$ cat src/rtl/wrapaddr_pkg.sv
package wrapaddr_pkg;
  typedef enum logic [1:0] {
    STEP_HOLD = 2'd0,
    STEP_UP   = 2'd1,
    STEP_DOWN = 2'd2,
    STEP_IDX  = 2'd3
  } step_op_e;

  typedef enum logic [1:0] {
    BANK_ADDR = 2'd0,
    BANK_IDX  = 2'd1,
    BANK_MASK = 2'd2,
    BANK_NONE = 2'd3
  } bank_e;
endpackage

$ cat src/rtl/wrapaddr_bank.sv
module wrapaddr_bank #(
  parameter int DW = 16,
  parameter int NREG = 4,
  parameter int NLANE = 2,
  parameter logic [DW-1:0] RST_VAL = '0
) (
  input  logic                  clk,
  input  logic                  rst,
  input  logic                  wr_en,
  input  logic [$clog2(NREG)-1:0] wr_sel,
  input  logic [DW-1:0]         wr_data,
  input  logic [NLANE-1:0]      cm_en,
  input  logic [NLANE*$clog2(NREG)-1:0] cm_sel,
  input  logic [NLANE*DW-1:0]   cm_data,
  output logic [NREG*DW-1:0]    q_flat
);
  localparam int SW = $clog2(NREG);

  for (genvar e = 0; e < NREG; e++) begin : g_entry
    logic [DW-1:0] q, nxt;

    // Priority: write port lowest, then higher lanes, lane 0 last (wins).
    always_comb begin
      nxt = q;
      if (wr_en && wr_sel == SW'(e)) nxt = wr_data;
      for (int l = NLANE - 1; l >= 0; l--) begin
        if (cm_en[l] && cm_sel[l*SW +: SW] == SW'(e)) nxt = cm_data[l*DW +: DW];
      end
    end

    always_ff @(posedge clk) begin
      if (rst) q <= RST_VAL;
      else     q <= nxt;
    end

    assign q_flat[e*DW +: DW] = q;
  end
endmodule

$ cat src/rtl/wrapaddr_step.sv
module wrapaddr_step
  import wrapaddr_pkg::*;
#(
  parameter int DW = 16
) (
  input  logic [1:0]    op,
  input  logic [DW-1:0] ar,
  input  logic [DW-1:0] ix,
  input  logic [DW-1:0] wp,
  output logic [DW-1:0] res
);
  logic [DW-1:0] masked;
  logic          at_top, at_bottom;

  assign masked    = ar & wp;
  assign at_top    = (masked == wp);
  assign at_bottom = (masked == '0);

  always_comb begin
    unique case (step_op_e'(op))
      STEP_UP:   res = at_top    ? (ar & ~wp) : ar + DW'(1);
      STEP_DOWN: res = at_bottom ? (ar | wp)  : ar - DW'(1);
      STEP_IDX:  res = ar + ix;
      default:   res = ar;
    endcase
  end
endmodule

$ cat src/rtl/wrapaddr_rdport.sv
module wrapaddr_rdport
  import wrapaddr_pkg::*;
#(
  parameter int DW = 16,
  parameter int NREG = 4
) (
  input  logic                    clk,
  input  logic                    rst,
  input  logic [1:0]              rd_bank,
  input  logic [$clog2(NREG)-1:0] rd_sel,
  input  logic [NREG*DW-1:0]      ar_flat,
  input  logic [NREG*DW-1:0]      ix_flat,
  input  logic [NREG*DW-1:0]      wp_flat,
  output logic [DW-1:0]           rd_data
);
  logic [DW-1:0] mux_val;

  always_comb begin
    unique case (bank_e'(rd_bank))
      BANK_ADDR: mux_val = ar_flat[rd_sel*DW +: DW];
      BANK_IDX:  mux_val = ix_flat[rd_sel*DW +: DW];
      BANK_MASK: mux_val = wp_flat[rd_sel*DW +: DW];
      default:   mux_val = '0;
    endcase
  end

  always_ff @(posedge clk) begin
    if (rst) rd_data <= '0;
    else     rd_data <= mux_val;
  end
endmodule

$ cat src/rtl/wrapaddr_top.sv
module wrapaddr_top
  import wrapaddr_pkg::*;
#(
  parameter int DW = 16,
  parameter int NREG = 4
) (
  input  logic                    clk,
  input  logic                    rst,
  input  logic                    wr_en,
  input  logic [1:0]              wr_bank,
  input  logic [$clog2(NREG)-1:0] wr_sel,
  input  logic [DW-1:0]           wr_data,
  input  logic [1:0]              rd_bank,
  input  logic [$clog2(NREG)-1:0] rd_sel,
  output logic [DW-1:0]           rd_data,
  input  logic [1:0]              a_op,
  input  logic [$clog2(NREG)-1:0] a_sel,
  input  logic                    a_commit,
  output logic [DW-1:0]           a_res,
  input  logic [1:0]              b_op,
  input  logic [$clog2(NREG)-1:0] b_sel,
  input  logic                    b_commit,
  output logic [DW-1:0]           b_res
);
  localparam int SW = $clog2(NREG);
  localparam int NLANE = 2;

  logic [NREG*DW-1:0]  ar_flat, ix_flat, wp_flat;
  logic [NLANE*2-1:0]  lane_op;
  logic [NLANE*SW-1:0] lane_sel;
  logic [NLANE-1:0]    lane_cm;
  logic [NLANE*DW-1:0] lane_res;

  // Lane 0 is lane A (highest priority), lane 1 is lane B.
  assign lane_op  = {b_op, a_op};
  assign lane_sel = {b_sel, a_sel};
  assign lane_cm  = {b_commit, a_commit};
  assign a_res    = lane_res[0 +: DW];
  assign b_res    = lane_res[DW +: DW];

  logic wr_addr, wr_idx, wr_mask;
  assign wr_addr = wr_en && (bank_e'(wr_bank) == BANK_ADDR);
  assign wr_idx  = wr_en && (bank_e'(wr_bank) == BANK_IDX);
  assign wr_mask = wr_en && (bank_e'(wr_bank) == BANK_MASK);

  wrapaddr_bank #(.DW(DW), .NREG(NREG), .NLANE(NLANE), .RST_VAL('0)) addr_bank_i (
    .clk(clk), .rst(rst), .wr_en(wr_addr), .wr_sel(wr_sel), .wr_data(wr_data),
    .cm_en(lane_cm), .cm_sel(lane_sel), .cm_data(lane_res), .q_flat(ar_flat)
  );

  wrapaddr_bank #(.DW(DW), .NREG(NREG), .NLANE(1), .RST_VAL('0)) idx_bank_i (
    .clk(clk), .rst(rst), .wr_en(wr_idx), .wr_sel(wr_sel), .wr_data(wr_data),
    .cm_en(1'b0), .cm_sel('0), .cm_data('0), .q_flat(ix_flat)
  );

  wrapaddr_bank #(.DW(DW), .NREG(NREG), .NLANE(1), .RST_VAL('1)) mask_bank_i (
    .clk(clk), .rst(rst), .wr_en(wr_mask), .wr_sel(wr_sel), .wr_data(wr_data),
    .cm_en(1'b0), .cm_sel('0), .cm_data('0), .q_flat(wp_flat)
  );

  for (genvar l = 0; l < NLANE; l++) begin : g_lane
    logic [SW-1:0] s;
    assign s = lane_sel[l*SW +: SW];

    wrapaddr_step #(.DW(DW)) step_i (
      .op (lane_op[l*2 +: 2]),
      .ar (ar_flat[s*DW +: DW]),
      .ix (ix_flat[s*DW +: DW]),
      .wp (wp_flat[s*DW +: DW]),
      .res(lane_res[l*DW +: DW])
    );
  end

  wrapaddr_rdport #(.DW(DW), .NREG(NREG)) rdport_i (
    .clk(clk), .rst(rst), .rd_bank(rd_bank), .rd_sel(rd_sel),
    .ar_flat(ar_flat), .ix_flat(ix_flat), .wp_flat(wp_flat), .rd_data(rd_data)
  );
endmodule

$ cat config.mk
export PLATFORM = sky130hd
export DESIGN_NAME = wrapaddr_top
export DESIGN_NICKNAME = d
export VERILOG_FILES = /design/src/rtl/wrapaddr_pkg.sv /design/src/rtl/wrapaddr_bank.sv /design/src/rtl/wrapaddr_step.sv /design/src/rtl/wrapaddr_rdport.sv /design/src/rtl/wrapaddr_top.sv
export SDC_FILE = /design/constraint.sdc
export NUM_CORES = 1
export LEC_CHECK = 0
export BUFFER_PORTS_ARGS = -buffer_cell sky130_fd_sc_hd__buf_4
export CAP_MARGIN = 0
export CORE_MARGIN = 3
export CORE_UTILIZATION = 40
export DETAILED_ROUTE_END_ITERATION = 7
export PLACE_DENSITY_LB_ADDON = 0.2
export SLEW_MARGIN = 10
export SYNTH_ARGS = -nofsm -noshare
export SYNTH_HDL_FRONTEND = slang
export SYNTH_SLANG_ARGS = --single-unit
$ cat constraint.sdc
create_clock -name clk -period 6.5 [get_ports clk]
set_input_delay 0 -clock clk [delete_from_list [all_inputs] [get_ports clk]]
set_output_delay 0 -clock clk [all_outputs]
set_load 0.02 [all_outputs]
==> results of run 1 <==
-- worst min-delay path by stage --
stage	from	end	cells after the start	slack, ns
2_1_floorplan	wr_data[13]	addr_bank_i.g_entry[2].q[13]$_SDFFE_PP0P_	3	0.24
6_report	rst	addr_bank_i.g_entry[1].q[2]$_SDFFE_PP0P_	2	0.09
3_5_place_dp	wr_data[3]	idx_bank_i.g_entry[2].q[3]$_SDFFE_PP0P_	3	0.35
5_1_grt	b_commit	addr_bank_i.g_entry[0].q[0]$_SDFFE_PP0P_	5	0.10
3_3_place_gp	wr_data[0]	idx_bank_i.g_entry[3].q[0]$_SDFFE_PP0P_	3	0.34
4_1_cts	rst	addr_bank_i.g_entry[1].q[2]$_SDFFE_PP0P_	2	0.05
-- area by class of cell --
cell class,count,area share [%]
multi-input combinational,1553,63.1
sequential,208,22.3
timing repair buffer,131,5.50
clock buffer,32,3.70
tap,532,3.56
clock inverter,14,0.943
inverter,45,0.903
antenna,1,0.0134
-- through the flow --
step / total power, uW / instance area, sq um
2_1_floorplan: 2280 / 16900
3_3_place_gp: 2700 / 17700
3_5_place_dp: 2710 / 17700
4_1_cts: 4230 / 18700
5_1_grt: 4400 / 18700
6_report: 4250 / 18700
-- kinds of logic after synthesis --
group                      share of synthesized area, %
AOI/OAI and AO/OA                                  27.5
adders and majority gates                          2.97
DFF                                                24.6
and+or+nand+nor                                    18.1
muxes                                              19.8
xor gates and xnor gates                           1.24
buffers and inverters                              5.83
-- synth_stat cells, drive strengths merged, types with 31 or more instances --
cell and count:
nand2b 31, mux2 59, o21ai 85, nor3 32, a22oi 54, mux4 96
inv 42, a21oi 146, nor2 110, mux2i 52, dfxtp 208, nand2 260
nand3 31, ha 37, buf 56, a211o 83, a211oi 83, a221oi 43
clkbuf 137, nor2b 82
-- registers in the layout, summed over array words and instances (netlist names) --
name                   count
idx_bank_i.g_entry.q      64
rdport_i.rd_data          16
addr_bank_i.g_entry.q     64
mask_bank_i.g_entry.q     64
-- critical path: cells and delay by family (launching register included) --
family                     cells  cell delay, ns
muxes                          1            0.66
DFF                            1            0.39
adders and majority gates      1            0.40
xor gates and xnor gates       1            0.17
buffers and inverters          2            0.38
AOI/OAI and AO/OA              5            1.60
and+or+nand+nor                1            0.52
-- report_power, final --
group | internal, uW | switching, uW | leakage, uW | total (uW)
Combinational | 489 | 857 | 0.00489 | 1350
Clock | 910 | 604 | 0.000433 | 1510
Sequential | 1330 | 64.1 | 0.00169 | 1390
Total | 2730 | 1520 | 0.00702 | 4250
-- layer usage --
layer  global-route usage (%)  up-vias  routed length (um)
li1                         -     7530                   -
met1                     44.3     8400               29900
met2                     46.0     1006               30200
met3                     7.08      166                8140
met4                     13.6        0                3650
met5                        0        -                   0
-- repair_timing --
action,in CTS,in global routing
buffers inserted,0,0
hold endpoints to repair,187,0
resized for setup,0,0
hold buffers,18,0
==> results by group, run 1 <==
Route
  • Antenna-violating nets left: 0
  • Drt drc: 0
  • Vias: 17,100
  • Wire per inst: about 29 um
  • Final wirelength: 71,900 um
  • DR vias/cell: a little under 7
  • Drt pass-1 iters: 5
  • Starting DRT DRC Count: about 2,400

Finish
  • Fin cells: approximately 2,500
  • Register Area: 0.00416 sq mm
  • Fillers: 4,011
  • Share of layout cells above drive strength 1: ~18%
  • Commonest non-fill, non-tap cells in the layout: nand2_1 (260), dfxtp_1 (208), a21oi_1 (146)
  • Multi-input gate area: 0.0118 sq mm
  • Final nets: 2,040
  • Commonest non-fill, non-tap cell in the layout: nand2_1
  • Final core utilization: 45.3%
  • Syn-to-layout area delta: 10.4%

Timing
  • Fin Setup TNS: 0 ns
  • Worst rel slew slack: 15.8%
  • RSZ-0062 raised after global routing: no
  • Final WS setup: approximately 1.8 ns
  • Final setup fails: 0
  • Min Tclk post-route: 4.69 ns
  • Slew Limit Fails: 0
  • Tightest Pin Transition: around 1.3 ns
  • WHS: 0.0861 ns
  • Fmax: 0.213 GHz
  • Tcrit/Tclk final: 72.2%
  • Hold Vio Cnt, Final: 0
  • Clock skew: about 0.014 ns

Synthesis
  • Top cell type's share of synthesized area: between 20 and 25%
  • #FFs+latches synth: about 210
  • Post-synth EDFFs: 0
  • Synth cell types: 85
  • Sequential area share after synthesis: 24.6%
  • Area of the mapped netlist: 0.0169 sq mm
  • Post-Syn Instances: 1,999
  • Avg Cell Area, Syn: 8.48 sq um
  • Area contributors post-synth: dfxtp_1 (25%), mux4_2 (13%), nand2_1 (5.8%)
  • Main synth FF type: dfxtp_1
  • Post-synth top area cell: dfxtp_1
  • YS warnings: 0
  • Async SR Flop Fraction: 0%
  • Post-Synthesis Net Count: 2,075

CTS
  • Htree depth: 1
  • CTS Buffer Depth: 3
  • Clock slew at reported path FFs: 0.06 ns
  • Worst-Skew Late Latency: ~0.56 ns
  • CTS tree: built
  • CTS Sinks: 208
  • Cts bufs inserted: 25
  • Clk root buf: clkbuf_16

GRT
  • Total gr overflow: 0
  • Largest net degree at the start of global routing: 86
  • Antenna violations before repair: 1
  • First-pass GRT wire length: about 110,000 um
  • Number of global-route vias before repair: 15,500
  • GRT Total Usage: 31.4%

Floorplan
  • FP Rows: 74
  • Die Y: 212 um
  • Die width: 212 um
  • Initial Utilization: 41.0%
  • IO Count: 85
  • Core area: ~0.041 sq mm
  • Die area: approximately 0.045 sq mm

Critical path
  • Most frequent cell on the critical path: o21ai_0
  • Worst setup path endpoint: b_res[13]
  • R2R Setup Slk: 2.24 ns
  • Crit Path Max Fanout: 16
  • Crit path DAT: between 4 and 5 ns
  • Capturing point of the worst reg2reg path: addr_bank_i.g_entry[0].q[13]$_SDFFE_PP0P_
  • Worst-case reg-to-reg path depth: 11
  • Worst reg2reg startpoint: addr_bank_i.g_entry[3].q[4]$_SDFFE_PP0P_
  • Crit path largest cell delay: 0.80 ns
  • CP required: 6.50 ns
  • CP endpoint kind: output port
  • Cell Chain, Critical Path: mux4_2 -> ha_1 -> or4_1 -> o21ai_0 -> a21oi_1 -> a211oi_1 -> xor2_1 -> o21ai_0 -> o22ai_1 -> inv_1 -> buf_4
  • Worst path slowest cell: o22ai_1
  • Crit path launch: addr_bank_i.g_entry[3].q[4]$_SDFFE_PP0P_
  • WS Path Type: flip-flop to output port
  • CP Launch Type: flip-flop

Place
  • Post-detail-place hpwl: approximately 52,000 um
  • RD Place Congestion: 1.01
  • Placed cells: 2,451
  • # port buffers: 84
  • Worst slack at placement: 1.85 ns

Flow run
  • Number of max-cap violations: 0

Hold path
  • Worst Hold Class: primary input to flip-flop

Power
  • VDD IR max: 168 uV
  • Leak Pwr: 0.00702 uW
  • Cell Pwr Density: 227 mW/mm^2

Outcome
  • Outcome: finished, final reports clean
Note: power is estimated with default switching activity, not from simulation.
==> run 2, diff against run 1 <==
==> constraint.sdc (replaced) <==
create_clock -name clk -period 3.8 [get_ports clk]
set_input_delay 0 -clock clk [delete_from_list [all_inputs] [get_ports clk]]
set_output_delay 0 -clock clk [all_outputs]
set_load 0.02 [all_outputs]
==> run 2 against run 1 <==
  * Via count increased by 3.2%
  * Wire length grew 5.4%
  * Worst setup slack got worse by 1.8 ns
  * Critical path depth is 2 higher
  * Clock-buffer cell count up 5
  * Global-route usage is 1.2 points higher
  * Critical endpoint is now a_res[12]
  * Critical path type unchanged
  * Power grew 81%
  * Largest cell class unchanged
==> results by group, run 2 (synthesis results as in run 1) <==
Place
  • Area after DPL: 0.0184 sq mm (was 0.0177 sq mm)
  • # port buffers: 84 (unchanged)
  • Worst slack at placement: 0.0744 ns (was 1.85 ns)
  • RD Place Congestion: 1.02 (was 1.01)
  • Post-detail-place hpwl: 55,200 um (was 52,100 um)

Critical path
  • Capturing point of the worst reg2reg path: addr_bank_i.g_entry[2].q[4]$_SDFFE_PP0P_ (was addr_bank_i.g_entry[0].q[13]$_SDFFE_PP0P_)
  • WS Path Type: flip-flop to output port (unchanged)
  • Crit Path Max Fanout: 9 (was 16)
  • CP Launch Type: flip-flop (unchanged)
  • Worst path slowest cell: mux4_2 (was o22ai_1)
  • CP required: 3.80 ns (was 6.50 ns)
  • Crit path DAT: 3.78 ns (was 4.69 ns)
  • R2R Setup Slk: 0.26 ns (was 2.24 ns)
  • Cell Chain, Critical Path: mux4_2 -> buf_6 -> clkinvlp_4 -> ha_2 -> or3b_4 -> nor4_4 -> buf_4 -> nor4b_4 -> a211oi_1 -> a211o_1 -> a31o_4 -> inv_1 -> buf_4 (was mux4_2 -> ha_1 -> or4_1 -> o21ai_0 -> a21oi_1 -> a211oi_1 -> xor2_1 -> o21ai_0 -> o22ai_1 -> inv_1 -> buf_4)
  • Most frequent cell on the critical path: buf_4 (was o21ai_0)
  • Worst-case reg-to-reg path depth: 15 (was 11)
  • Worst path bufs/invs: 5 (was 2)
  • Worst reg2reg startpoint: addr_bank_i.g_entry[2].q[0]$_SDFFE_PP0P_ (was addr_bank_i.g_entry[3].q[4]$_SDFFE_PP0P_)
  • CP top delay family: simple AND/OR/NAND/NOR gates (was compound AO/OA/AOI/OAI gates)
  • Crit path largest cell delay: 0.53 ns (was 0.80 ns)
  • CP endpoint kind: output port (unchanged)

Timing
  • Hold Vio Cnt, Final: 0 (unchanged)
  • Final WS setup: 0.0155 ns (was 1.81 ns)
  • Tcrit/Tclk final: 99.6%
  • Min Tclk post-route: 3.78 ns
  • Clock skew: 0.0265 ns (was 0.0145 ns)
  • Tightest Pin Transition: 1.37 ns (was 1.26 ns)
  • Worst rel slew slack: 8.10% (was 15.8%)
  • Fmax: 0.264 GHz
  • Final setup fails: 0 (unchanged)
  • RSZ-0062 raised after global routing: yes (was no)
  • Slew Limit Fails: 0 (unchanged)
  • WHS: 0.0252 ns (was 0.0861 ns)

GRT
  • GRT Total Usage: 32.6% (was 31.4%)
  • Antenna violations before repair: 2 (was 1)
  • Largest net degree at the start of global routing: 100 (was 86)
  • First-pass GRT wire length: 109,000 um (was 106,000 um)
  • Total gr overflow: 0 (unchanged)
  • Number of global-route vias before repair: 16,000 (was 15,500)

Power
  • P_sw: 2710 uW (was 1520 uW)
  • VDD IR max: 303 uV (was 168 uV)
  • Leak Pwr: 0.00762 uW (was 0.00702 uW)
  • Pint: 4980 uW (was 2730 uW)
  • Seq pwr share: 30.8% (was 32.8%)
  • Combinational share of power: 34.2% (was 31.6%)
  • Sw Ratio: 35.2% (was 35.8%)
  • Cell Pwr Density: 385 mW/mm^2 (was 227 mW/mm^2)
  • Clock share of power: 34.9% (was 35.6%)

CTS
  • Clk root buf: clkbuf_16 (unchanged)
  • Worst-Skew Late Latency: 0.56 ns (about the same)
  • Clock slew at reported path FFs: 0.06 ns (about the same)
  • CTS tree: built (unchanged)
  • Htree depth: 1 (unchanged)
  • CTS Sinks: 208 (unchanged)
  • CTS Buffer Depth: 3 (unchanged)
  • Cts bufs inserted: 26 (was 25)

Route
  • DR vias/cell: 6.75 (was 6.80)
  • Drt drc: 0 (unchanged)
  • Wire per inst: 29.0 um (was 28.6 um)
  • Vias: 17,700 (was 17,100)
  • Final wirelength: 75,800 um (was 71,900 um)
  • Drt pass-1 iters: 7 (was 5)
  • Antenna-violating nets left: 0 (unchanged)
  • Starting DRT DRC Count: 2,529 (was 2,394)

Finish
  • Commonest non-fill, non-tap cell in the layout: nand2_1 (unchanged)
  • Final Cell Area: 0.0200 sq mm (was 0.0187 sq mm)
  • Ant diodes: 0 (was 1)
  • Share of layout cells above drive strength 1: 24.2% (was 17.8%)
  • Fillers: 3,970 (was 4,011)
  • Final nets: 2,143 (was 2,040)
  • Syn-to-layout area delta: 17.8% (was 10.4%)
  • Commonest non-fill, non-tap cells in the layout: nand2_1 (259), buf_4 (203), dfxtp_1 (202) (was nand2_1 (260), dfxtp_1 (208), a21oi_1 (146))
  • Regs by FF count: addr_bank_i.g_entry.q x64, idx_bank_i.g_entry.q x64, mask_bank_i.g_entry.q x64 (unchanged)

Floorplan
  • Die Y: 212 um (unchanged)
  • Core area: 0.0413 sq mm (unchanged)
  • FP Rows: 74 (unchanged)
  • Die area: 0.0449 sq mm (unchanged)
  • Die width: 212 um (unchanged)
  • IO Count: 85 (unchanged)
  • Initial Utilization: 41.0% (unchanged)

Flow run
  • Number of max-cap violations: 0 (unchanged)

Outcome
  • Outcome: finished, final reports clean (unchanged)

Hold path
  • Hold Path Depth: 4 (was 2)
  • Worst hold start: b_commit (was rst)
  • Hold EP: addr_bank_i.g_entry[0].q[4]$_SDFFE_PP0P_ (was addr_bank_i.g_entry[1].q[2]$_SDFFE_PP0P_)
  • Worst Hold Class: primary input to flip-flop (unchanged)
==> run 2: tightest hold or removal path: stages <==
cell	delay, ns
buf_4	0.14
nor3b_1	0.17
nand2_1	0.08
a32o_1	0.15
==> run 2: layout make-up <==
cell class / instances / area (sq um) / area share (%)
flip-flops and latches: 208 / 4170 / 20.9
clock buffers: 37 / 753 / 3.77
repair buffers: 233 / 1900 / 9.52
clock inverters: 9 / 155 / 0.777
well taps: 532 / 666 / 3.33
inverters: 45 / 173 / 0.865
multi-input cells: 1553 / 12100 / 60.8
==> run 2: metal layers <==
metal	routed length (um)	vias to the layer above	part of all wire [%]	GRT usage, %
li1	-	7736	-	-
met1	30300	8571	40	44.6
met5	0	-	0	0
met2	31800	1141	42	47.9
met4	4230	0	5.6	15.0
met3	9400	206	12	8.73
==> run 2: power by group through the flow <==
stage                     clock [uW]  combinational [uW]  sequential [uW]
after floorplan                    0                1520             2390
after global placement             0                2370             2410
after detailed placement           0                2380             2410
after CTS                       2700                2460             2360
after global routing            2790                2750             2380
final                           2680                2630             2370
==> run 2: worst max path at each step <==
stage	from	to	slack, ns	cells after the start
global placement	a_sel[0]	addr_bank_i.g_entry[3].q[12]$_SDFFE_PP0P_	0.1	13
finish	addr_bank_i.g_entry[2].q[0]$_SDFFE_PP0P_	a_res[12]	0.02	13
global route	addr_bank_i.g_entry[2].q[0]$_SDFFE_PP0P_	a_res[12]	-0.1	13
CTS	addr_bank_i.g_entry[3].q[0]$_SDFFE_PP0P_	a_res[12]	-0.08	13
detailed placement	a_sel[0]	addr_bank_i.g_entry[0].q[12]$_SDFFE_PP0P_	0.07	13
floorplan	a_sel[1]	addr_bank_i.g_entry[0].q[8]$_SDFFE_PP0P_	0.02	17
==> run 2: timing repair <==
| action | in CTS | in global routing |
|---|---|---|
| setup buffers | 9 | 14 |
| gates resized for setup | 30 | 49 |
| hold buffers | 19 | 0 |
| cloned | 0 | 0 |
| hold endpoints to repair | 182 | 0 |
| endpoints found under the setup margin | 15 | 26 |
| pin swaps | 10 | 22 |
==> run 2: through the flow <==
step / utilization [%] / cells / power (uW) / setup TNS, ns
4_1_cts: 47.6 / 2603 / 7520 / -0.0768
3_5_place_dp: 44.4 / 2529 / 4800 / 0
2_1_floorplan: - / 1999 / 3910 / 0
5_1_grt: 48.3 / 2617 / 7920 / -0.137
6_report: 48.3 / 2617 / 7680 / 0
3_3_place_gp: 44.4 / 2529 / 4780 / 0
